<file path="config.mk">
export PLATFORM = sky130hd
export DESIGN_NAME = gpio3_port
export DESIGN_NICKNAME = d
export VERILOG_FILES = /design/src/rtl/gpio3_pkg.sv /design/src/rtl/gpio3_sync.sv /design/src/rtl/gpio3_regs.sv /design/src/rtl/gpio3_rdmux.sv /design/src/rtl/gpio3_port.sv
export SDC_FILE = /design/constraint.sdc
export NUM_CORES = 1
export LEC_CHECK = 0
export BUFFER_PORTS_ARGS = -buffer_cell sky130_fd_sc_hd__buf_4
export CAP_MARGIN = 20
export CORE_AREA = 5 5 42 44
export DETAILED_ROUTE_END_ITERATION = 6
export DIE_AREA = 0 0 47 49
export PLACE_DENSITY = 0.76
export REMOVE_ABC_BUFFERS = 1
export SETUP_SLACK_MARGIN = 0.5
export SYNTH_ARGS = -nofsm -noshare
export SYNTH_HDL_FRONTEND = slang
export SYNTH_SLANG_ARGS = --single-unit
</file>
<file path="constraint.sdc">
create_clock -name clk_i -period 1.5 [get_ports clk_i]
set_input_delay 0.15 -clock clk_i [delete_from_list [all_inputs] [get_ports clk_i]]
set_output_delay 0.15 -clock clk_i [all_outputs]
set_load 0.01 [all_outputs]
</file>
<file path="src/rtl/gpio3_pkg.sv">
package gpio3_pkg;
  localparam int DW     = 8;
  localparam int PINS   = 3;
  localparam int AW     = 2;
  localparam logic [AW-1:0] ADDR_DIR  = 2'd0;
  localparam logic [AW-1:0] ADDR_DATA = 2'd1;
  localparam logic [DW-1:0] RSVD_ONES = {DW{1'b1}};
endpackage

</file>
<file path="src/rtl/gpio3_sync.sv">
module gpio3_sync #(
  parameter int W = 3
) (
  input  logic         clk_i,
  input  logic         rst_ni,
  input  logic [W-1:0] d_i,
  output logic [W-1:0] q_o
);
  logic [W-1:0] s1_q, s2_q;

  for (genvar i = 0; i < W; i++) begin : g_bit
    always_ff @(posedge clk_i or negedge rst_ni) begin
      if (!rst_ni) begin
        s1_q[i] <= 1'b0;
        s2_q[i] <= 1'b0;
      end else begin
        s1_q[i] <= d_i[i];
        s2_q[i] <= s1_q[i];
      end
    end
  end

  assign q_o = s2_q;

  // cycles since reset, saturating, for the latency check
  logic [1:0] age_q;
  always_ff @(posedge clk_i or negedge rst_ni) begin
    if (!rst_ni) age_q <= 2'd0;
    else if (age_q != 2'd3) age_q <= age_q + 2'd1;
  end


  sync_latency_chk: assert property (@(posedge clk_i) disable iff (!rst_ni)
    (age_q >= 2'd2) |-> (q_o == $past(d_i, 2)));
endmodule

</file>
<file path="src/rtl/gpio3_regs.sv">
module gpio3_regs
  import gpio3_pkg::*;
(
  input  logic            clk_i,
  input  logic            rst_ni,
  input  logic            hw_stby_i,
  input  logic            sw_stby_i,
  input  logic            wr_i,
  input  logic [AW-1:0]   addr_i,
  input  logic [PINS-1:0] wbits_i,
  output logic [PINS-1:0] dir_o,
  output logic [PINS-1:0] dout_o
);
  logic [PINS-1:0] dir_q, dout_q;
  logic wr_ok;

  assign wr_ok = wr_i && !sw_stby_i;

  always_ff @(posedge clk_i or negedge rst_ni) begin
    if (!rst_ni) begin
      dir_q  <= '0;
      dout_q <= '0;
    end else if (hw_stby_i) begin
      dir_q  <= '0;
      dout_q <= '0;
    end else if (wr_ok) begin
      if (addr_i == ADDR_DIR)  dir_q  <= wbits_i;
      if (addr_i == ADDR_DATA) dout_q <= wbits_i;
    end
  end

  assign dir_o  = dir_q;
  assign dout_o = dout_q;


  hw_stby_clear_chk: assert property (@(posedge clk_i) disable iff (!rst_ni)
    hw_stby_i |=> (dir_q == '0 && dout_q == '0));


  sw_stby_hold_chk: assert property (@(posedge clk_i) disable iff (!rst_ni)
    (sw_stby_i && !hw_stby_i) |=> ($stable(dir_q) && $stable(dout_q)));


  data_write_chk: assert property (@(posedge clk_i) disable iff (!rst_ni)
    (wr_i && !sw_stby_i && !hw_stby_i && addr_i == ADDR_DATA)
      |=> (dout_q == $past(wbits_i)));


  dir_write_chk: assert property (@(posedge clk_i) disable iff (!rst_ni)
    (wr_i && !sw_stby_i && !hw_stby_i && addr_i == ADDR_DIR)
      |=> (dir_q == $past(wbits_i)));
endmodule

</file>
<file path="src/rtl/gpio3_rdmux.sv">
module gpio3_rdmux
  import gpio3_pkg::*;
(
  input  logic            rd_i,
  input  logic [AW-1:0]   addr_i,
  input  logic [PINS-1:0] dir_i,
  input  logic [PINS-1:0] dout_i,
  input  logic [PINS-1:0] pad_sync_i,
  output logic [DW-1:0]   rdata_o
);
  logic [PINS-1:0] mix;

  for (genvar i = 0; i < PINS; i++) begin : g_mix
    assign mix[i] = dir_i[i] ? dout_i[i] : pad_sync_i[i];
  end

  always_comb begin
    rdata_o = '0;
    if (rd_i) begin
      // direction address has no defined read value; all ones is returned
      if (addr_i == ADDR_DATA) rdata_o = {RSVD_ONES[DW-1:PINS], mix};
      else                     rdata_o = RSVD_ONES;
    end
  end
endmodule

</file>
<file path="src/rtl/gpio3_port.sv">
module gpio3_port
  import gpio3_pkg::*;
(
  input  logic            clk_i,
  input  logic            rst_ni,
  input  logic            hw_stby_i,
  input  logic            sw_stby_i,
  input  logic [AW-1:0]   addr_i,
  input  logic            wr_i,
  input  logic            rd_i,
  input  logic [DW-1:0]   wdata_i,
  output logic [DW-1:0]   rdata_o,
  input  logic [PINS-1:0] pad_i,
  output logic [PINS-1:0] pin_o,
  output logic [PINS-1:0] pin_oe_o
);
  logic [PINS-1:0] dir, dout, pad_sync;
  logic unused_wdata_hi;

  assign unused_wdata_hi = ^wdata_i[DW-1:PINS];

  gpio3_sync #(.W(PINS)) u_sync (
    .clk_i  (clk_i),
    .rst_ni (rst_ni),
    .d_i    (pad_i),
    .q_o    (pad_sync)
  );

  gpio3_regs u_regs (
    .clk_i     (clk_i),
    .rst_ni    (rst_ni),
    .hw_stby_i (hw_stby_i),
    .sw_stby_i (sw_stby_i),
    .wr_i      (wr_i),
    .addr_i    (addr_i),
    .wbits_i   (wdata_i[PINS-1:0]),
    .dir_o     (dir),
    .dout_o    (dout)
  );

  gpio3_rdmux u_rdmux (
    .rd_i       (rd_i),
    .addr_i     (addr_i),
    .dir_i      (dir),
    .dout_i     (dout),
    .pad_sync_i (pad_sync),
    .rdata_o    (rdata_o)
  );

  assign pin_o    = dout;
  assign pin_oe_o = dir;


  unmapped_read_chk: assert property (@(posedge clk_i) disable iff (!rst_ni)
    (rd_i && addr_i != ADDR_DIR && addr_i != ADDR_DATA) |-> (rdata_o == 8'hFF));


  rsvd_ones_chk: assert property (@(posedge clk_i) disable iff (!rst_ni)
    (rd_i && addr_i == ADDR_DATA) |-> (rdata_o[DW-1:PINS] == '1));
endmodule

</file>
==> out/metrics.yaml <==
status:
  status: "finished clean"
run:
  maxCapViolations: 0
synth:
  synth_area_leader_cell: "dfrtp_1"
  synth_top_family_by_area: "multiplexers"
  synth-seq-area-share: 0.554
  yosysWarnings: 0
  synth_xor_area_frac: 0
  synthesis.area_um2: 542
  synth-simple-area-share: 0.159
  synth_compound_area_frac: 0.0416
  synth.top_cells.by_area: "dfrtp_1, mux2i_1, nand2b_1"
  synth_cells: 42
  ys_ff_latch: 12
  synthMuxAreaShare: 0.166
  synthAdderAreaFrac: 0
  yosysTopAreaCellShare: 0.554
  synthDistinctLibCells: 9
  syn_area_per_cell_um2: 12.9
critical_path:
  cp.required_ns: 1.35
  crit_type: "register to output port"
  critPathArrivalTime_ns: 1.07
  crit_chain: "mux2i_1, a21boi_1, buf_4"
  cp-start-kind: "register"
  cp_slowest_cell: "dfrtp_1"
  worstPathMaxFanout: 2
  slowest_delay_ns: 0.36
  end_kind: "output port"
global_routing:
  grt_pass1_wl_um: 1910
  grt_usage: 0.119
  grt_overflow: 0
  grt_max_degree: 13
  antenna_found_initial: 0
  grt_pass1_vias: 440
hold_path:
  hold_class: "input port to register"
placed_design:
  routabilityCongestion: 0.668
  place_inst: 79
  numPortBuffers: 27
  hpwl_um: 902
clock_network:
  clkLatencyLatePin_ns: 0.25
  cts_tree: "built"
  path_clk_slew_ns: 0.07
  cts_max_path_buffers: 2
  ctsRootBufferMaster: "clkbuf_4"
  h-tree-depth: 1
  cts.sinks: 12
  cts_buffers: 3
power_and_ir_drop:
  power.density_nw_per_um2: 770
  p_leak_uw: 0.000412
  irDropWorstVdd_uv: 448
timing:
  layout_min_cycle_time_ns: 1.22
  drv_slew: 0
  max_freq_mhz: 819
  fin_skew_ns: 0.000108
  slew_headroom: 0.888
  setup_tns_ns: 0
  finalSetupViolCount: 0
  hold_viol_final: 0
  grt_setup_unrepaired: "yes"
  fin_crit_sh: 0.814
  tightest_slew_ns: 0.164
drt:
  drc: 0
  wl_per_cell_um: 13.4
  vias: 415
  drt-initial-drc-count: 1
  first_pass_iters: 3
  routed_via_density: 4.66
  drt-total-wl_um: 1190
  ant_nets: 0
final_layout:
  stdcell_count: 89
  nets: 94
  syn_to_final_growth_pct: 50.3
  drive_gt1_frac: 0.466
  diodes: 0
floorplanning:
  dieHeight_um: 49
  row_count: 14
  boundaryPins: 33
  die-area_um2: 2300
  core_um2: 1400
  die_x_um: 47
  start_util: 0.387
==> where the power goes <==
group          switching, µW  internal, µW
registers               4.74           335
logic                   42.4          64.5
clock network           88.4          92.5
total                    136           492
==> state kept, by name, summed over array words and instances, names as in the netlist <==
name and count:
u_regs.dir_o 3, u_regs.dout_o 3, u_sync.q_o 3, u_sync.s1_q 3
==> critical path: cells and delay by family (launching register included) <==
| kind | cells | cell delay, ns |
|---|---|---|
| muxes | 1 | 0.22 |
| DFF | 1 | 0.36 |
| AOI/OAI and AO/OA | 1 | 0.09 |
| buffers and inverters | 1 | 0.15 |
==> cells by family after synthesis <==
kind of cell,count (synthesis)
mux,9
simple gates,12
flops,12
compound gates,3
buf+inv,6
==> layout make-up <==
| cell class | count | area (µm²) |
|---|---|---|
| Tap cell | 16 | 20.0 |
| Sequential cell | 12 | 300 |
| Multi-Input combinational cell | 24 | 199 |
| Fill cell | 139 | 587 |
| Clock buffer | 3 | 22.5 |
| Timing Repair Buffer | 34 | 273 |
==> synthesized netlist by cell type <==
| cell | number |
|---|---|
| a21boi_0 | 3 |
| and2b_1 | 1 |
| and4bb_2 | 1 |
| buf_2 | 1 |
| buf_4 | 5 |
| dfrtp_1 | 12 |
| mux2i_1 | 9 |
| nand2b_1 | 9 |
| or4b_1 | 1 |
==> cell usage in the layout, fill, tap and decap left out, drive strengths merged <==
cell / netlist / layout
buf: 6 / 30
dfrtp: 12 / 12
mux2i: 9 / 9
nand2b: 9 / 9
dlygate4sd3: 0 / 4
a21boi: 3 / 3
clkbuf: 0 / 3
and2b: 1 / 1
or4b: 1 / 1
and4bb: 1 / 1
==> path summary, 6_finish.rpt <==
kind | slack (ns) | cells after the start | endpoint | startpoint
min | 0.18 | 3 | u_regs.dir_o[0]$_DFFE_PN0P_ | wdata_i[0]
max reg2reg | 0.72 | 3 | u_regs.dir_o[2]$_DFFE_PN0P_ | u_regs.dir_o[2]$_DFFE_PN0P_
max | 0.28 | 3 | rdata_o[2] | u_regs.dir_o[2]$_DFFE_PN0P_
min in group asynchronous | 0.27 | 2 | u_sync.q_o[0]$_DFF_PN0_ | rst_ni
max in group asynchronous | 1.08 | 2 | u_regs.dout_o[1]$_DFFE_PN0P_ | rst_ni
min reg2reg | 0.35 | 0 | u_sync.q_o[1]$_DFF_PN0_ | u_sync.s1_q[1]$_DFF_PN0_
==> per-stage QoR <==
stage	worst slack [ns]	area (µm²)	hold slack (ns)	util	total power [µW]
2_1_floorplan	0.485	499	-0.146	-	371
6_report	0.279	815	0.182	0.581	628
5_1_grt	0.208	815	0.166	0.581	674
3_5_place_dp	0.316	722	-0.00115	0.515	442
4_1_cts	0.271	807	0.178	0.576	642
3_3_place_gp	0.319	722	-0.00558	0.515	439
==> repair_timing <==
action	in CTS	in global routing
hold buffers	4	0
pin swaps	3	0
endpoints found under the hold margin	15	0
resized for setup	3	2
setup buffers	3	0
setup endpoints to repair	3	7
==> layer usage <==
| layer | wire, µm | global-route usage | up-vias |
|---|---|---|---|
| met4 | 12 | 0.0691 | 0 |
| met5 | 0 | 0 | - |
| met1 | 455 | 0.133 | 195 |
| met2 | 592 | 0.186 | 19 |
| li1 | - | - | 199 |
| met3 | 129 | 0.0443 | 2 |
Note: power is estimated with default switching activity, not from simulation.
